**src/rtl/cpu_iface_pkg.sv**
```systemverilog
package cpu_iface_pkg;
  localparam int ID_W      = 10;
  localparam int SRC_W     = 3;
  localparam int PRIO_W    = 8;
  localparam int BP_W      = $clog2(PRIO_W);
  localparam int DATA_W    = 32;
  localparam int SGI_COUNT = 16;

  localparam logic [ID_W-1:0] SPURIOUS_ID = ID_W'(1023);
  localparam logic [ID_W-1:0] FIRST_RSVD  = ID_W'(1022);

  typedef logic [PRIO_W-1:0] prio_t;

  typedef struct packed {
    logic [ID_W-1:0] id;
    prio_t           prio;
  } active_t;

  typedef enum logic [2:0] {
    ADDR_CTL  = 3'd0,
    ADDR_PMR  = 3'd1,
    ADDR_BP   = 3'd2,
    ADDR_ACK  = 3'd3,
    ADDR_EOI  = 3'd4,
    ADDR_RUN  = 3'd5,
    ADDR_HPND = 3'd6
  } reg_addr_e;
endpackage

```
**src/rtl/cpu_iface_prio_cmp.sv**
```systemverilog
module cpu_iface_prio_cmp
  import cpu_iface_pkg::*;
(
  input  logic            en_i,
  input  logic            cand_valid_i,
  input  logic [ID_W-1:0] cand_id_i,
  input  prio_t           cand_prio_i,
  input  prio_t           prio_mask_i,
  input  logic [BP_W-1:0] bp_i,
  input  logic            busy_i,
  input  logic            full_i,
  input  prio_t           run_prio_i,
  output logic            deliver_o
);
  logic [PRIO_W:0] span;
  logic [PRIO_W:0] span_m1;
  prio_t           grp_mask;
  logic            pass_mask;
  logic            pass_group;
  logic            unused_span;

  // group part = priority with low (bp+1) bits cleared
  assign span        = (PRIO_W+1)'(2) << bp_i;
  assign span_m1     = span - (PRIO_W+1)'(1);
  assign grp_mask    = ~span_m1[PRIO_W-1:0];
  assign unused_span = span_m1[PRIO_W];

  assign pass_mask  = cand_prio_i < prio_mask_i;
  assign pass_group = !busy_i || ((cand_prio_i & grp_mask) < (run_prio_i & grp_mask));

  assign deliver_o = en_i && cand_valid_i && (cand_id_i < FIRST_RSVD) &&
                     pass_mask && pass_group && !full_i;
endmodule

```
**src/rtl/cpu_iface_active_stack.sv**
```systemverilog
module cpu_iface_active_stack
  import cpu_iface_pkg::*;
#(
  parameter int DEPTH = 4
) (
  input  logic    clk_i,
  input  logic    rst_ni,
  input  logic    push_i,
  input  active_t push_entry_i,
  input  logic    pop_i,
  output active_t top_o,
  output logic    empty_o,
  output logic    full_o
);
  localparam int CNT_W = $clog2(DEPTH + 1);
  localparam int IDX_W = $clog2(DEPTH);

  active_t          stk_q [DEPTH];
  logic [CNT_W-1:0] cnt_q;
  logic [CNT_W-1:0] top_idx;
  logic             unused_idx;

  assign empty_o    = cnt_q == '0;
  assign full_o     = cnt_q == CNT_W'(DEPTH);
  assign top_idx    = cnt_q - CNT_W'(1);
  assign unused_idx = ^top_idx[CNT_W-1:IDX_W];
  assign top_o      = empty_o ? '0 : stk_q[top_idx[IDX_W-1:0]];

  always_ff @(posedge clk_i or negedge rst_ni) begin
    if (!rst_ni) begin
      cnt_q <= '0;
    end else if (push_i && !full_o) begin
      cnt_q <= cnt_q + CNT_W'(1);
    end else if (pop_i && !empty_o) begin
      cnt_q <= cnt_q - CNT_W'(1);
    end
  end

  for (genvar g = 0; g < DEPTH; g++) begin : g_slot
    always_ff @(posedge clk_i or negedge rst_ni) begin
      if (!rst_ni) begin
        stk_q[g] <= '0;
      end else if (push_i && !full_o && cnt_q == CNT_W'(g)) begin
        stk_q[g] <= push_entry_i;
      end
    end
  end

  AST_NO_OVERFLOW: assert property (@(posedge clk_i) disable iff (!rst_ni)
    push_i |-> !full_o) else $error("push on full stack");
  AST_NO_UNDERFLOW: assert property (@(posedge clk_i) disable iff (!rst_ni)
    pop_i |-> !empty_o) else $error("pop on empty stack");
endmodule

```
**src/rtl/cpu_irq_iface.sv**
```systemverilog
module cpu_irq_iface
  import cpu_iface_pkg::*;
#(
  parameter int STACK_DEPTH = 4
) (
  input  logic              clk_i,
  input  logic              rst_ni,
  input  logic              reg_we_i,
  input  logic              reg_re_i,
  input  logic [2:0]        reg_addr_i,
  input  logic [DATA_W-1:0] reg_wdata_i,
  output logic [DATA_W-1:0] reg_rdata_o,
  input  logic              cand_valid_i,
  input  logic [ID_W-1:0]   cand_id_i,
  input  logic [PRIO_W-1:0] cand_prio_i,
  input  logic [SRC_W-1:0]  cand_src_i,
  output logic              irq_o,
  output logic              ack_o,
  output logic [ID_W-1:0]   ack_id_o,
  output logic              eoi_o,
  output logic [ID_W-1:0]   eoi_id_o
);
  localparam int PACK_W = ID_W + SRC_W;

  logic            ctl_en_q;
  prio_t           pmr_q;
  logic [BP_W-1:0] bp_q;
  logic            deliver;
  logic            rd_ack, ack_fire, eoi_fire;
  active_t         top;
  logic            empty, full;
  prio_t           run_prio;
  logic [SRC_W-1:0]  src_field;
  logic [PACK_W-1:0] cand_pack;
  logic [DATA_W-1:0] rdata_d;
  logic              unused_wdata;

  assign unused_wdata = ^reg_wdata_i[DATA_W-1:ID_W];
  assign run_prio     = empty ? '1 : top.prio;
  assign src_field    = (cand_id_i < ID_W'(SGI_COUNT)) ? cand_src_i : '0;
  assign cand_pack    = {src_field, cand_id_i};

  assign rd_ack   = reg_re_i && reg_addr_i == ADDR_ACK;
  assign ack_fire = rd_ack && deliver;
  assign eoi_fire = reg_we_i && reg_addr_i == ADDR_EOI && !empty &&
                    reg_wdata_i[ID_W-1:0] == top.id;

  cpu_iface_prio_cmp u_cmp (
    .en_i        (ctl_en_q),
    .cand_valid_i(cand_valid_i),
    .cand_id_i   (cand_id_i),
    .cand_prio_i (cand_prio_i),
    .prio_mask_i (pmr_q),
    .bp_i        (bp_q),
    .busy_i      (!empty),
    .full_i      (full),
    .run_prio_i  (run_prio),
    .deliver_o   (deliver)
  );

  cpu_iface_active_stack #(.DEPTH(STACK_DEPTH)) u_stack (
    .clk_i       (clk_i),
    .rst_ni      (rst_ni),
    .push_i      (ack_fire),
    .push_entry_i('{id: cand_id_i, prio: cand_prio_i}),
    .pop_i       (eoi_fire),
    .top_o       (top),
    .empty_o     (empty),
    .full_o      (full)
  );

  always_comb begin
    rdata_d = '0;
    case (reg_addr_i)
      ADDR_CTL:  rdata_d = DATA_W'(ctl_en_q);
      ADDR_PMR:  rdata_d = DATA_W'(pmr_q);
      ADDR_BP:   rdata_d = DATA_W'(bp_q);
      ADDR_ACK:  rdata_d = deliver ? DATA_W'(cand_pack) : DATA_W'(SPURIOUS_ID);
      ADDR_RUN:  rdata_d = DATA_W'(run_prio);
      ADDR_HPND: rdata_d = cand_valid_i ? DATA_W'(cand_pack) : DATA_W'(SPURIOUS_ID);
      default:   rdata_d = '0;
    endcase
  end

  always_ff @(posedge clk_i or negedge rst_ni) begin
    if (!rst_ni) begin
      ctl_en_q <= 1'b0;
      pmr_q    <= '0;
      bp_q     <= '0;
    end else if (reg_we_i) begin
      case (reg_addr_i)
        ADDR_CTL: ctl_en_q <= reg_wdata_i[0];
        ADDR_PMR: pmr_q    <= reg_wdata_i[PRIO_W-1:0];
        ADDR_BP:  bp_q     <= reg_wdata_i[BP_W-1:0];
        default:  ;
      endcase
    end
  end

  always_ff @(posedge clk_i or negedge rst_ni) begin
    if (!rst_ni) begin
      reg_rdata_o <= '0;
      irq_o       <= 1'b0;
      ack_o       <= 1'b0;
      ack_id_o    <= '0;
      eoi_o       <= 1'b0;
      eoi_id_o    <= '0;
    end else begin
      irq_o <= deliver;
      ack_o <= ack_fire;
      eoi_o <= eoi_fire;
      if (reg_re_i) reg_rdata_o <= rdata_d;
      if (ack_fire) ack_id_o <= cand_id_i;
      if (eoi_fire) eoi_id_o <= top.id;
    end
  end

  AST_IRQ_NEEDS_EN: assert property (@(posedge clk_i) disable iff (!rst_ni)
    irq_o |-> $past(ctl_en_q)) else $error("irq while disabled");
  AST_IRQ_UNDER_MASK: assert property (@(posedge clk_i) disable iff (!rst_ni)
    irq_o |-> $past(cand_prio_i) < $past(pmr_q)) else $error("irq above mask");
  AST_ACK_SETS_RUN: assert property (@(posedge clk_i) disable iff (!rst_ni)
    ack_o |-> run_prio == $past(cand_prio_i)) else $error("running prio not taken");
  AST_ACK_NOT_RSVD: assert property (@(posedge clk_i) disable iff (!rst_ni)
    ack_o |-> ack_id_o < FIRST_RSVD) else $error("reserved id acknowledged");
  AST_EOI_MATCH: assert property (@(posedge clk_i) disable iff (!rst_ni)
    eoi_o |-> eoi_id_o == $past(reg_wdata_i[ID_W-1:0])) else $error("eoi id mismatch");
  AST_STROBE_EXCL: assert property (@(posedge clk_i) disable iff (!rst_ni)
    !(ack_o && eoi_o)) else $error("ack and eoi together");
endmodule

```
**config.mk**
```make
export PLATFORM = sky130hd
export DESIGN_NAME = cpu_irq_iface
export DESIGN_NICKNAME = d
export VERILOG_FILES = /design/src/rtl/cpu_iface_pkg.sv /design/src/rtl/cpu_iface_prio_cmp.sv /design/src/rtl/cpu_iface_active_stack.sv /design/src/rtl/cpu_irq_iface.sv
export SDC_FILE = /design/constraint.sdc
export NUM_CORES = 1
export LEC_CHECK = 0
export BUFFER_PORTS_ARGS = -buffer_cell sky130_fd_sc_hd__buf_2
export CORE_UTILIZATION = 56
export DETAILED_ROUTE_END_ITERATION = 10
export HOLD_SLACK_MARGIN = 0.03
export PLACE_DENSITY = 0.8
export SLEW_MARGIN = 5
export SYNTH_ARGS = -nofsm -noshare
export SYNTH_HDL_FRONTEND = slang
export SYNTH_SLANG_ARGS = --single-unit
```
**constraint.sdc**
```tcl
create_clock -name clk_i -period 6.8 [get_ports clk_i]
set_clock_uncertainty 0.1 [all_clocks]
set_input_delay 0.34 -clock clk_i [delete_from_list [all_inputs] [get_ports clk_i]]
set_output_delay 0.34 -clock clk_i [all_outputs]
set_load 0.03 [all_outputs]
```
---- Yosys cells after proc, flatten, opt, wreduce, memory -nomap -nowiden ----
Index checks and enable logic that the tools add are counted.
storage, ports and cells
  register bits ........................... 142
  latch bits .............................. 0
  memory bits (writable) .................. 0
  memory bits (read-only) ................. 0
  output and inout port bits .............. 55
  word-level logic and storage cells ...... 78
  memories ................................ 0
cells by class
  $add $sub $neg .......................... 3
  multipliers ............................. 0
  divide/modulo/power cells ............... 0
  order comparisons ....................... 5
  eq/ne operators ......................... 11
  shift operators ......................... 1
  muxes and demuxes ....................... 11
  bitwise operators ....................... 4
  reductions and logical operators ........ 25
operator list
  kind                                                                    number
  13-bit case mux with 6 select lines                                     1
  18-bit 2-to-1 mux                                                       3
  18-bit binary-select mux with 2-bit select                              1
  13-bit 2-to-1 mux                                                       2
  8-bit bitwise AND                                                       2
  1-bit logical AND                                                       16
  8-bit < comparator                                                      2
  3-bit by 2-bit == test with 1-bit output (second input constant)        4
  3-bit == test (second input constant)                                   4
  10-bit == test                                                          1
  10-bit < comparator (second input constant)                             1
  10-bit by 5-bit < comparator with 1-bit output (second input constant)  1
  3-bit 2-to-1 mux                                                        3
  8-bit 2-to-1 mux                                                        1
  8-bit NOT                                                               1
  2-bit by 3-bit left shift with 8-bit output (first input constant)      1
  8-bit by 1-bit subtractor with 8-bit output (second input constant)     1
  3-bit by 1-bit == test with 1-bit output (second input constant)        2
  3-bit zero test                                                         2
  2-bit AND reduction                                                     3
  3-bit by 1-bit adder with 3-bit output (second input constant)          1
  3-bit greater-or-equal comparator (second input constant)               1
  2-bit NOT with 3-bit output                                             1
  3-bit by 1-bit subtractor with 3-bit output (second input constant)     1
  3 further kinds                                                         4

---- Logic depth before layout (Yosys ltp) ----
Gate-level depths: netlist (run 1).
  depth in word-level cells ............... 15
  mapped depth ............................ 21

---- Cells and area by module ----
Synthesis (run 1) repeated with hierarchy kept, for this count alone.
second synthesis, totals
  cell total of the unflattened synthesis .. 518
  area, all modules ....................... 6647.6 µm²
by module, submodules not included
  module                  times used  cells each  area each (µm²)  sequential area each (µm²)
  cpu_iface_active_stack  1           234         3653.5           1876.8
  cpu_irq_iface           1           210         2483.6           1201.2
  cpu_iface_prio_cmp      1           74          510.5            0.0

---- Worst setup path before layout (run 1) ----
No wires, ideal clock.
  path kind ............................... reg-to-reg
  start point ............................. register u_stack.cnt_q[0]
  end point ............................... register u_stack.stk_q[18] (netlist name)
  library setup time ...................... 125 ps
  arrival ................................. 4582 ps
  required time ........................... 6575 ps
  slack ................................... 1993 ps
  cell stages (with the launch flop) ...... 21
  path buffers ............................ 7
  cell sequence ........................... dfrtp_1 buf_6 buf_2 inv_1 ha_1 buf_2 clkbuf_1 mux4_2 o21ai_0 ha_1 a21oi_1 o21ai_0 a221oi_1 nand4_2 or3_1 buf_4 inv_4 and3_1 buf_6 buf_12 mux2_4
between the ends
  word-level cells in the longest chain between the ends .. 15
  elaborated cells between the ends (all ways) .. 19
ends and longest elaborated chain
  what                                                  line                          source
  start, declared                                       cpu_iface_active_stack.sv:19  logic [CNT_W-1:0] cnt_q;
  start signal, assigned                                cpu_iface_active_stack.sv:33  cnt_q <= cnt_q + CNT_W'(1);
  start signal, assigned                                cpu_iface_active_stack.sv:35  cnt_q <= cnt_q - CNT_W'(1);
  3-bit by 1-bit subtractor with 3-bit output           cpu_iface_active_stack.sv:25  assign top_idx = cnt_q - CNT_W'(1);
  2-bit NOT with 3-bit output (not written as such)     cpu_iface_active_stack.sv:27  assign top_o = empty_o ? '0 : stk_q[top_idx[IDX_W-1:0]];
  18-bit binary-select mux with 2-bit select            cpu_iface_active_stack.sv:27
  18-bit 2-to-1 mux (not written as such) (2 in a row)  cpu_iface_active_stack.sv:27
  18-bit 2-to-1 mux                                     cpu_iface_active_stack.sv:27
  8-bit 2-to-1 mux                                      cpu_irq_iface.sv:39           assign run_prio = empty ? '1 : top.prio;
  8-bit bitwise AND                                     cpu_iface_prio_cmp.sv:29      assign pass_group = !busy_i || ((cand_prio_i & grp_mask) < (run_prio_i & grp_mask));
  8-bit < comparator                                    cpu_iface_prio_cmp.sv:29
  1-bit logical OR                                      cpu_iface_prio_cmp.sv:29
  1-bit logical AND (2 in a row)                        cpu_iface_prio_cmp.sv:32      pass_mask && pass_group && !full_i;
  1-bit logical AND                                     cpu_irq_iface.sv:44           assign ack_fire = rd_ack && deliver;
  1-bit logical AND                                     cpu_iface_active_stack.sv:43  end else if (push_i && !full_o && cnt_q == CNT_W'(g)) begin
  1-bit logical AND (*)                                 cpu_iface_active_stack.sv:43
  end signal, assigned by index                         cpu_iface_active_stack.sv:44  stk_q[g] <= push_entry_i;
  end, declared                                         cpu_iface_active_stack.sv:18  active_t stk_q [DEPTH];
Mark *: on every way between the ends. The rest lies on a longest branch, timed or not. The select of a mux whose other input is x is not followed.
A chain may end at the register's enable or synchronous reset.

---- Worst setup path after layout (run 1) ----
  start point ............................. register u_stack.cnt_q[1]
  end point ............................... register u_stack.stk_q[15] (netlist name)
Same word-level chain as after synthesis.

==> run_results.csv, run 1 <==
group,metric,value,unit
status,status,"completed",
clock_network,clock_latency,0.42,ns
global_routing,grt_pass1_wl,24.8,mm
setup_path,path_max_fanout,17,
logic_synthesis,synthTopCellsByArea,"dfrtp_1 (48%), mux2_2 (8.7%), mux4_2 (6.3%), mux2_4 (4.7%), nand2_1 (4.3%)",
sta,setup_violations,0,
die,die_height,109,µm
route,ant_nets,0,
sta,max_freq,0.197,GHz
sta,setup_slack,1.73,ns
logic_synthesis,synthCells,561,
logic_synthesis,yosysWarnings,0,
hold_path,hold_class,"in -> reg",
route,drt_iter0_drc,368,
logic_synthesis,ys_seq_elements,123,
setup_path,max_stage_delay,0.59,ns
clock_network,clk_pin_slew,0.06,ns
sta,slew-limit-headroom,0.459,
placed_design,port_buffers,74,
sta,worst_pin_slew,0.808,ns
route,routedWlPerCell,19.7,µm
cells_and_area,fillers,774,
die,rows,38,
logic_synthesis,yosys.area.top_type_share,0.477,
power_and_ir_drop,clockPowerShare,0.429,
logic_synthesis,avgSynthCellArea,11.5,µm²
setup_path,required,7.00,ns
power_and_ir_drop,p_per_area,291,nW/µm²
global_routing,grt_max_degree,66,
placed_design,place_area,6800,µm²
die,core-area,11000,µm²
sta,fin_crit,5.07,ns
setup_path,cp-end-kind,"flop",
clock_network,cts_root_buf,"clkbuf_16",
sta,final.setup.tns,0,ns
cells_and_area,final_nets,713,
cells_and_area,antenna_cells,0,
cells_and_area,syn2layout_area_growth,14.9,%
logic_synthesis,ys_seq_area_frac,0.477,
setup_path,crit_family,"simple AND/OR/NAND/NOR gates",
setup_path,arrival,5.27,ns
clock_network,cts_resized,0,
global_routing,first_global_vias,4756,
setup_path,cp.buffers_inverters,4,
power_and_ir_drop,switching_share,0.287,
setup_path,path_class,"reg -> reg",
die,dieArea,12000,µm²
logic_synthesis,synth_async_sr_flop_share,1.00,
route,drc_errors,0,
route,dr_total_vias,4756,
clock_network,numClockSinks,123,
power_and_ir_drop,peakVddDrop,181,µV
die,pin_count,116,
route,drt-vias-per-instance,6.05,
global_routing,grt_overflow,0,
power_and_ir_drop,switching_power,0.620,mW
power_and_ir_drop,p_int,1.54,mW
setup_path,reg2reg_setup_slack,1.73,ns
logic_synthesis,synthFlopType,"dfrtp_1",
global_routing,grt_usage,0.282,
logic_synthesis,yosysMostFrequentCell,"dfrtp_1",
clock_network,post-cts-setup-buffer-count,0,
run,cap_violations,0,
clock_network,cts_tree,"built",
logic_synthesis,yosysTopAreaCell,"dfrtp_1",
clock_network,cts-htree-levels,4,
die,start_util,0.585,
sta,period_share,0.746,
global_routing,antenna_found_initial,0,
setup_path,crit_slowest_cell,"and2_1",
clock_network,numCtsBuffers,17,
logic_synthesis,synthesis.area,6460,µm²
cells_and_area,drive_gt1_frac,0.322,
setup_path,crit_chain,"inv_1 > ha_1 > mux4_2 > nor2_1 > a21o_1 > ha_1 > nand2_1 > o21ai_0 > a221oi_1 > nand4_2 > or3_1 > buf_4 > inv_4 > and2_1 > buf_4 > mux2_2",
sta,hold_viol,0,
cells_and_area,final_area,7420,µm²
route,dr.pass1.iters,5,
setup_path,startpoint_type,"flop",
power_and_ir_drop,p_leak,3.67,nW
sta,drv_slew,0,
sta,rsz0062_at_grt,"false",
placed_design,gp_congestion,0.897,
logic_synthesis,synth-edff-count,0,
sta,hold_ws,0.0674,ns
power_and_ir_drop,pwr-share-seq,0.381,
route,wl,15.5,mm
placed_design,place_ws,1.77,ns
logic_synthesis,synth_cell_types,55,
power_and_ir_drop,combPwrFrac,0.190,
logic_synthesis,ys_top_cells_by_count,"dfrtp_1 (123), nand2_1 (74), mux2_2 (50), o21ai_0 (35), inv_1 (29)",
clock_network,cts.path.max_buffers,2,
die,die_w,109,µm
placed_design,hpwl,10.7,mm
cells by family after synthesis:
logic type / synth area share
AO/OA/AOI/OAI: 0.0860
multiplexers: 0.210
AND/OR/NAND/NOR: 0.111
adder cells (fa/ha/maj): 0.0368
buffers and inverters: 0.0694
XOR/XNOR: 0.00949
flip-flops: 0.477
other: 0.000581
tightest hold or removal path, cell delays in order:
cell	delay (ns)
buf_2	0.08
nand3_1	0.05
o21ai_0	0.07
layout by cell type, fill, tap and decap left out, types with 4 or more instances in the layout:
cell type  instances
ha_1              19
nand4_1            5
o21ai_0           35
nor3_1             4
conb_1            19
mux2_4            20
mux2_2            50
xnor2_1            7
a211oi_1           5
buf_4              9
and2_1             6
o22ai_1           13
a311oi_1           5
clkinv_2           4
mux4_2            18
clkbuf_16         17
inv_1             29
nand2_1           74
nand2b_1           5
mux2_1             8
nor2_1            23
buf_2             73
a21oi_1            7
nand3_1            9
nor2b_1            4
dfrtp_1          123
through the flow:
| stage | total power, mW | instances | util |
|---|---|---|---|
| 2_1_floorplan | 1.12 | 579 | - |
| 3_3_place_gp | 1.22 | 753 | 0.616 |
| 3_5_place_dp | 1.24 | 753 | 0.616 |
| 4_1_cts | 2.17 | 786 | 0.673 |
| 5_1_grt | 2.25 | 786 | 0.673 |
| 6_report | 2.16 | 786 | 0.673 |
routing by layer:
metal / vias up / part of all wire / track usage
met5: - / 0 / 0
met4: 0 / 0.033 / 0.128
met3: 46 / 0.065 / 0.0699
met2: 221 / 0.47 / 0.451
met1: 2395 / 0.43 / 0.364
li1: 2094 / - / -
timing repair:
item | CTS | global route
endpoints found under the hold margin | 64 | 0
endpoints found under the setup margin | 0 | 0
hold buffers | 1 | 0
path summary, 6_finish.rpt:
kind,startpoint,endpoint,cells past startpoint
max,u_stack.cnt_q[1]$_DFFE_PN0P_,u_stack.stk_q[15]$_DFFE_PN0P_,16
min,cand_src_i[0],reg_rdata_o[10]$_DFFE_PN0P_,3
max reg2reg,u_stack.cnt_q[1]$_DFFE_PN0P_,u_stack.stk_q[15]$_DFFE_PN0P_,16
min reg2reg,eoi_id_o[5]$_DFFE_PN0P_,eoi_id_o[5]$_DFFE_PN0P_,2
max in group asynchronous,rst_ni,pmr_q[4]$_DFFE_PN0P_,3
min in group asynchronous,rst_ni,reg_rdata_o[2]$_DFFE_PN0P_,2
area by class of cell:
type | instances | area [µm²] | area share
timing repair buffer | 83 | 443 | 0.0597
tap | 140 | 175 | 0.0236
multi-input combinational | 378 | 3000 | 0.404
inverter | 30 | 115 | 0.0155
sequential | 123 | 3080 | 0.415
clock buffer | 21 | 470 | 0.0634
clock inverter | 11 | 141 | 0.0190
registers in the layout, summed over array words and instances (netlist names):
name           cells
ctl_en_q           1
ack_o              1
reg_rdata_o       13
eoi_id_o          10
u_stack.cnt_q      3
eoi_o              1
u_stack.stk_q     72
pmr_q              8
bp_q               3
irq_o              1
ack_id_o          10
power by group through the flow:
stage	Clock, mW	Sequential (mW)	Combinational [mW]
finish	0.927	0.824	0.411
global route	0.969	0.830	0.451
CTS	0.933	0.823	0.410
detailed placement	0	0.835	0.404
global placement	0	0.830	0.388
floorplan	0	0.851	0.267
Power figures use the tool's default switching activity.
==> inputs of run 2 (changes only) <==
--- a/config.mk
+++ b/config.mk
@@ -6,10 +6,10 @@
 export NUM_CORES = 1
 export LEC_CHECK = 0
 export BUFFER_PORTS_ARGS = -buffer_cell sky130_fd_sc_hd__buf_2
-export CORE_UTILIZATION = 56
+export CORE_UTILIZATION = 51
 export DETAILED_ROUTE_END_ITERATION = 10
 export HOLD_SLACK_MARGIN = 0.03
-export PLACE_DENSITY = 0.8
+export PLACE_DENSITY = 0.77
 export SLEW_MARGIN = 5
 export SYNTH_ARGS = -nofsm -noshare
 export SYNTH_HDL_FRONTEND = slang
==> constraint.sdc (replaced) <==
create_clock -name clk_i -period 4.2 [get_ports clk_i]
set_clock_uncertainty 0.1 [all_clocks]
set_input_delay 0.21 -clock clk_i [delete_from_list [all_inputs] [get_ports clk_i]]
set_output_delay 0.21 -clock clk_i [all_outputs]
set_load 0.03 [all_outputs]
==> run_results.csv, run 2 (same netlist as run 1, synthesis figures left out) <==
group,metric,value,unit
cells_and_area,final_common_cell,"dfrtp_1",
global_routing,first_global_vias,4841,
sta,period_share,0.950,
global_routing,grt_usage,0.258,
sta,drv_slew,0,
sta,hold_viol,0,
die,start_util,0.531,
clock_network,clock_latency,0.41,ns
sta,max_freq,0.251,GHz
setup_path,path_class,"reg -> reg",
sta,final.setup.tns,0,ns
global_routing,grt_pass1_wl,25.3,mm
sta,rsz0062_at_grt,"false",
die,die_w,115,µm
route,drc_errors,0,
setup_path,cp-end-kind,"flop",
route,routedWlPerCell,18.6,µm
die,core-area,12200,µm²
placed_design,place_ws,0.221,ns
run,cap_violations,0,
die,rows,40,
setup_path,arrival,4.18,ns
cells_and_area,layout_common_cells,"dfrtp_1 (123), nand2_1 (74), buf_2 (73)",
placed_design,gp_congestion,0.893,
placed_design,port_buffers,74,
route,ant_nets,0,
sta,setup_violations,0,
clock_network,clk_pin_slew,0.06,ns
cells_and_area,largest_reg_flops,72,
setup_path,reg2reg_setup_slack,0.21,ns
die,die_height,115,µm
cells_and_area,syn2layout_area_growth,21.2,%
die,dieArea,13100,µm²
cells_and_area,final_nets,746,
power_and_ir_drop,p_per_area,458,nW/µm²
clock_network,cts_tree,"built",
setup_path,crit_family,"simple AND/OR/NAND/NOR gates",
cells_and_area,antenna_cells,0,
hold_path,hold_class,"in -> reg",
cells_and_area,top_regs,"u_stack.stk_q x72, reg_rdata_o x13",
setup_path,crit_slowest_cell,"or3_1",
route,wl,15.7,mm
setup_path,cp.buffers_inverters,3,
setup_path,max_stage_delay,0.41,ns
power_and_ir_drop,peakVddDrop,308,µV
route,drt_iter0_drc,412,
sta,slew-limit-headroom,0.420,
clock_network,cts-htree-levels,4,
route,dr.pass1.iters,5,
clock_network,cts_root_buf,"clkbuf_16",
sta,setup_slack,0.212,ns
sta,worst_pin_slew,0.867,ns
power_and_ir_drop,p_leak,3.83,nW
clock_network,post-cts-setup-buffer-count,0,
global_routing,grt_max_degree,48,
cells_and_area,regMostFlops,"u_stack.stk_q",
setup_path,crit_chain,"inv_1 > ha_4 > mux4_2 > nor2_1 > a21o_1 > ha_1 > nand2_1 > o21ai_0 > a221oi_2 > nand4_2 > or3_1 > inv_4 > and3_1 > buf_4 > mux2_2",
sta,fin_crit,3.99,ns
route,drt-vias-per-instance,5.70,
placed_design,hpwl,10.9,mm
setup_path,startpoint_type,"flop",
route,dr_total_vias,4818,
setup_path,required,4.40,ns
clock_network,numClockSinks,123,
status,status,"completed",
cells_and_area,drive_gt1_frac,0.323,
clock_network,cts.path.max_buffers,2,
clock_network,numCtsBuffers,17,
setup_path,path_max_fanout,10,
global_routing,grt_overflow,0,
global_routing,antenna_found_initial,0,
die,pin_count,116,
==> run 2: cell count changes in the layout (fill, tap and decap cells not counted), sizes merged <==
cell         previous run  this run
buf                    82        92
bufinv                  3         4
clkinvlp                3         2
dlygate4sd3             1        24
inv                    31        30
==> run 2: layer usage <==
layer | share of wire | track usage | vias up | routed length, µm
li1 | - | - | 2168 | -
met1 | 0.43 | 0.331 | 2393 | 6760
met2 | 0.46 | 0.411 | 217 | 7300
met3 | 0.071 | 0.0609 | 40 | 1120
met4 | 0.035 | 0.129 | 0 | 546
met5 | 0 | 0 | - | 0
==> run 2: per-stage QoR <==
| stage | cell area [µm²] | hold WS, ns | std cells | power [mW] | util |
|---|---|---|---|---|---|
| 3_3_place_gp | 6950 | 0.0596 | 791 | 2.00 | 0.571 |
| 2_1_floorplan | 6560 | -0.186 | 579 | 1.84 | - |
| 6_report | 7830 | 0.0431 | 846 | 3.58 | 0.643 |
| 5_1_grt | 7830 | 0.0459 | 846 | 3.72 | 0.643 |
| 4_1_cts | 7820 | 0.0317 | 846 | 3.59 | 0.643 |
| 3_5_place_dp | 6950 | 0.0685 | 791 | 2.03 | 0.571 |
==> run 2: tightest hold or removal path: stages <==
cell and delay [ns]:
buf_2 0.15, nand2_1 0.10, nand2_1 0.05
==> run 2: cell type report <==
class | count | area (µm²)
fill | 907 | 4340
sequential | 123 | 3080
multi-input combinational | 378 | 3020
timing repair buffer | 116 | 777
clock buffer | 21 | 460
tap | 168 | 210
clock inverter | 10 | 166
inverter | 30 | 115
==> run 2: what timing repair did <==
item / 4_1_cts / 5_1_grt
resized for setup: 0 / 2
hold endpoints to repair: 66 / 0
endpoints found under the setup margin: 0 / 24
hold buffers: 24 / 0
==> run 2: report_power, final <==
part	switching [mW]	internal, mW	total [mW]
logic	0.417	0.289	0.706
clock network	0.518	1.02	1.54
registers	0.0652	1.27	1.33
==> run 2: path summary, 6_finish.rpt <==
check	start	end	cells after the start
setup / recovery	u_stack.cnt_q[1]$_DFFE_PN0P_	u_stack.stk_q[53]$_DFFE_PN0P_	15
min in group asynchronous	rst_ni	u_stack.stk_q[38]$_DFFE_PN0P_	2
setup reg to reg	u_stack.cnt_q[1]$_DFFE_PN0P_	u_stack.stk_q[53]$_DFFE_PN0P_	15
hold reg to reg	eoi_id_o[8]$_DFFE_PN0P_	eoi_id_o[8]$_DFFE_PN0P_	2
hold / removal	cand_id_i[4]	ack_id_o[4]$_DFFE_PN0N_	3
max in group asynchronous	rst_ni	eoi_id_o[3]$_DFFE_PN0P_	3
==> inputs of run 3 (changes only) <==
--- a/config.mk
+++ b/config.mk
@@ -5,11 +5,12 @@
 export SDC_FILE = /design/constraint.sdc
 export NUM_CORES = 1
 export LEC_CHECK = 0
-export BUFFER_PORTS_ARGS = -buffer_cell sky130_fd_sc_hd__buf_2
-export CORE_UTILIZATION = 51
+export CORE_UTILIZATION = 57
+export CTS_BUF_LIST = sky130_fd_sc_hd__clkbuf_16
 export DETAILED_ROUTE_END_ITERATION = 10
+export DONT_BUFFER_PORTS = 1
 export HOLD_SLACK_MARGIN = 0.03
-export PLACE_DENSITY = 0.77
+export PLACE_DENSITY = 0.75
 export SLEW_MARGIN = 5
 export SYNTH_ARGS = -nofsm -noshare
 export SYNTH_HDL_FRONTEND = slang
==> constraint.sdc (replaced) <==
create_clock -name clk_i -period 4.2 [get_ports clk_i]
set_clock_uncertainty 0.1 [all_clocks]
set_input_delay 0.21 -clock clk_i [delete_from_list [all_inputs] [get_ports clk_i]]
set_output_delay 0.21 -clock clk_i [all_outputs]
set_load 0.01 [all_outputs]
==> run_results.csv, run 3 (same netlist as run 1, synthesis figures left out) <==
group,metric,value,unit
hold_path,hold_end,"reg_rdata_o[10]$_DFFE_PN0P_",
run,cap_violations,0,
setup_path,path_class,"reg -> reg",
sta,drv_slew,0,
setup_path,crit_slowest_cell,"dlygate4sd3_1",
die,core-area,10900,µm²
route,top_layer,"met4",
placed_design,port_buffers,0,
route,drt_iter0_drc,282,
clock_network,clock_latency,0.42,ns
sta,max_freq,0.250,GHz
setup_path,max_stage_delay,0.57,ns
global_routing,grt_usage,0.299,
status,status,"completed",
global_routing,grt_max_degree,124,
sta,hold_viol,0,
sta,fin_crit,4.00,ns
power_and_ir_drop,peakVddDrop,301,µV
cells_and_area,drive_gt1_frac,0.236,
sta,period_share,0.953,
route,ant_nets,0,
power_and_ir_drop,p_leak,3.55,nW
setup_path,reg2reg_to,"reg_rdata_o[6]$_DFFE_PN0P_",
setup_path,critical-path-top-cell-by-count,"a21o_1",
cells_and_area,final_common_cell,"dfrtp_1",
global_routing,grt_pass1_wl,25.3,mm
placed_design,gp_congestion,0.871,
cells_and_area,fin_cells,760,
route,drc_errors,0,
route,wl_met1,6.48,mm
global_routing,grt_overflow,0,
clock_network,numCtsBuffers,17,
route,drt-vias-per-instance,6.08,
route,wl,16.2,mm
sta,final.setup.tns,0,ns
power_and_ir_drop,p_per_area,459,nW/µm²
sta,slew-limit-headroom,0.447,
cells_and_area,final_nets,686,
clock_network,numClockSinks,123,
setup_path,reg2reg_depth,15,
setup_path,cp.buffers_inverters,3,
die,start_util,0.591,
route,dr.pass1.iters,5,
setup_path,timing.rr.start,"u_stack.cnt_q[1]$_DFFE_PN0P_",
cells_and_area,regMostFlops,"u_stack.stk_q",
placed_design,place_area,6520,µm²
route,dr_wl_met2,7.59,mm
setup_path,path_max_fanout,10,
route,routedWlPerCell,21.3,µm
die,die_height,108,µm
die,rows,38,
global_routing,first_global_vias,4803,
sta,rsz0062_at_grt,"false",
sta,setup_violations,0,
sta,worst_pin_slew,0.827,ns
cells_and_area,largest_reg_flops,72,
setup_path,crit_chain,"inv_1 > ha_4 > mux4_2 > nor2_1 > a21o_1 > ha_1 > nand2_1 > o21ai_0 > a221oi_1 > nand4_2 > buf_4 > a21o_1 > a311oi_1 > o22ai_1 > dlygate4sd3_1",
route,dr_total_vias,4617,
cells_and_area,top_regs,"u_stack.stk_q x72, reg_rdata_o x13",
route,wl_met3,1.53,mm
setup_path,reg2reg_setup_slack,0.20,ns
clock_network,cts_tree,"built",
hold_path,hold_class,"in -> reg",
setup_path,arrival,4.21,ns
hold_path,whs_path_depth,4,
cells_and_area,layout_common_cells,"dfrtp_1 (123), nand2_1 (74), mux2_2 (50)",
setup_path,startpoint_type,"flop",
placed_design,dp_cells,690,
setup_path,required,4.40,ns
clock_network,cts-htree-levels,4,
setup_path,cp-end-kind,"flop",
hold_path,hp-start,"cand_valid_i",
die,die_w,108,µm
clock_network,cts.path.max_buffers,2,
clock_network,clk_pin_slew,0.06,ns
global_routing,antenna_found_initial,1,
die,dieArea,11800,µm²
cells_and_area,syn2layout_area_growth,16.6,%
die,pin_count,116,
setup_path,crit_family,"compound AO/OA/AOI/OAI gates",
cells_and_area,final_area,7530,µm²
cells_and_area,fillers,753,
placed_design,hpwl,10.3,mm
clock_network,cts_root_buf,"clkbuf_16",
clock_network,post-cts-setup-buffer-count,0,
## run 3: cell types whose count changed in the layout (fill, tap and decap cells not counted), sizes merged
cell         before  now
inv              30   34
dlygate4sd3      24   36
clkbuf           21   17
buf              92   20
clkinv            4    5
diode             0    1
## run 3: per-layer routing
metal,global-route usage,vias up
met1,0.371,2288
li1,-,2056
met2,0.463,224
met4,0.136,0
met5,0,-
met3,0.113,49
## run 3: repair_timing
action	CTS	global route
hold buffers	37	0
endpoints found under the setup margin	0	1
resized for setup	0	1
hold endpoints to repair	230	0
## run 3: metrics by stage
step	util	hold slack [ns]	setup WS (ns)	total power, mW
2_1_floorplan	-	-0.186	0.0416	1.79
3_3_place_gp	0.596	-0.183	0.331	1.85
3_5_place_dp	0.596	-0.183	0.257	1.87
4_1_cts	0.688	0.0335	0.167	3.46
5_1_grt	0.688	0.0413	0.0564	3.59
6_report	0.688	0.0280	0.196	3.45
## run 3: worst max path at each step
stage,to,depth (start not counted),from
after floorplan,u_stack.stk_q[18]$_DFFE_PN0P_,20,u_stack.cnt_q[0]$_DFFE_PN0P_
after global placement,u_stack.stk_q[46]$_DFFE_PN0P_,15,u_stack.cnt_q[1]$_DFFE_PN0P_
after detailed placement,u_stack.stk_q[56]$_DFFE_PN0P_,14,u_stack.cnt_q[1]$_DFFE_PN0P_
after CTS,reg_rdata_o[12]$_DFFE_PN0P_,15,u_stack.cnt_q[1]$_DFFE_PN0P_
after global routing,u_stack.stk_q[46]$_DFFE_PN0P_,14,u_stack.cnt_q[1]$_DFFE_PN0P_
final,reg_rdata_o[6]$_DFFE_PN0P_,15,u_stack.cnt_q[1]$_DFFE_PN0P_
## run 3: area by class of cell
type | count | area [µm²] | share of cell area
antenna | 1 | 2.50 | 0.000332
clock buffer | 17 | 425 | 0.0565
clock inverter | 15 | 183 | 0.0243
inverter | 30 | 115 | 0.0153
multi-input combinational | 378 | 3020 | 0.401
sequential | 123 | 3080 | 0.409
tap | 140 | 175 | 0.0233
timing repair buffer | 56 | 531 | 0.0705
## run 3: report_power, final
part / total [mW] / switching, mW / internal [mW] / leakage [nW]
Sequential: 1.35 / 0.0820 / 1.27 / 1.68
Combinational: 0.586 / 0.320 / 0.266 / 1.57
Clock: 1.52 / 0.534 / 0.981 / 0.304
Total: 3.45 / 0.936 / 2.52 / 3.55
## run 3: tightest hold or removal path, delay by kind of cell
kind / cells / cell delay (ns)
AOI/OAI and AO/OA: 2 / 0.16
buffers and inverters: 1 / 0.04
and+or+nand+nor: 1 / 0.09
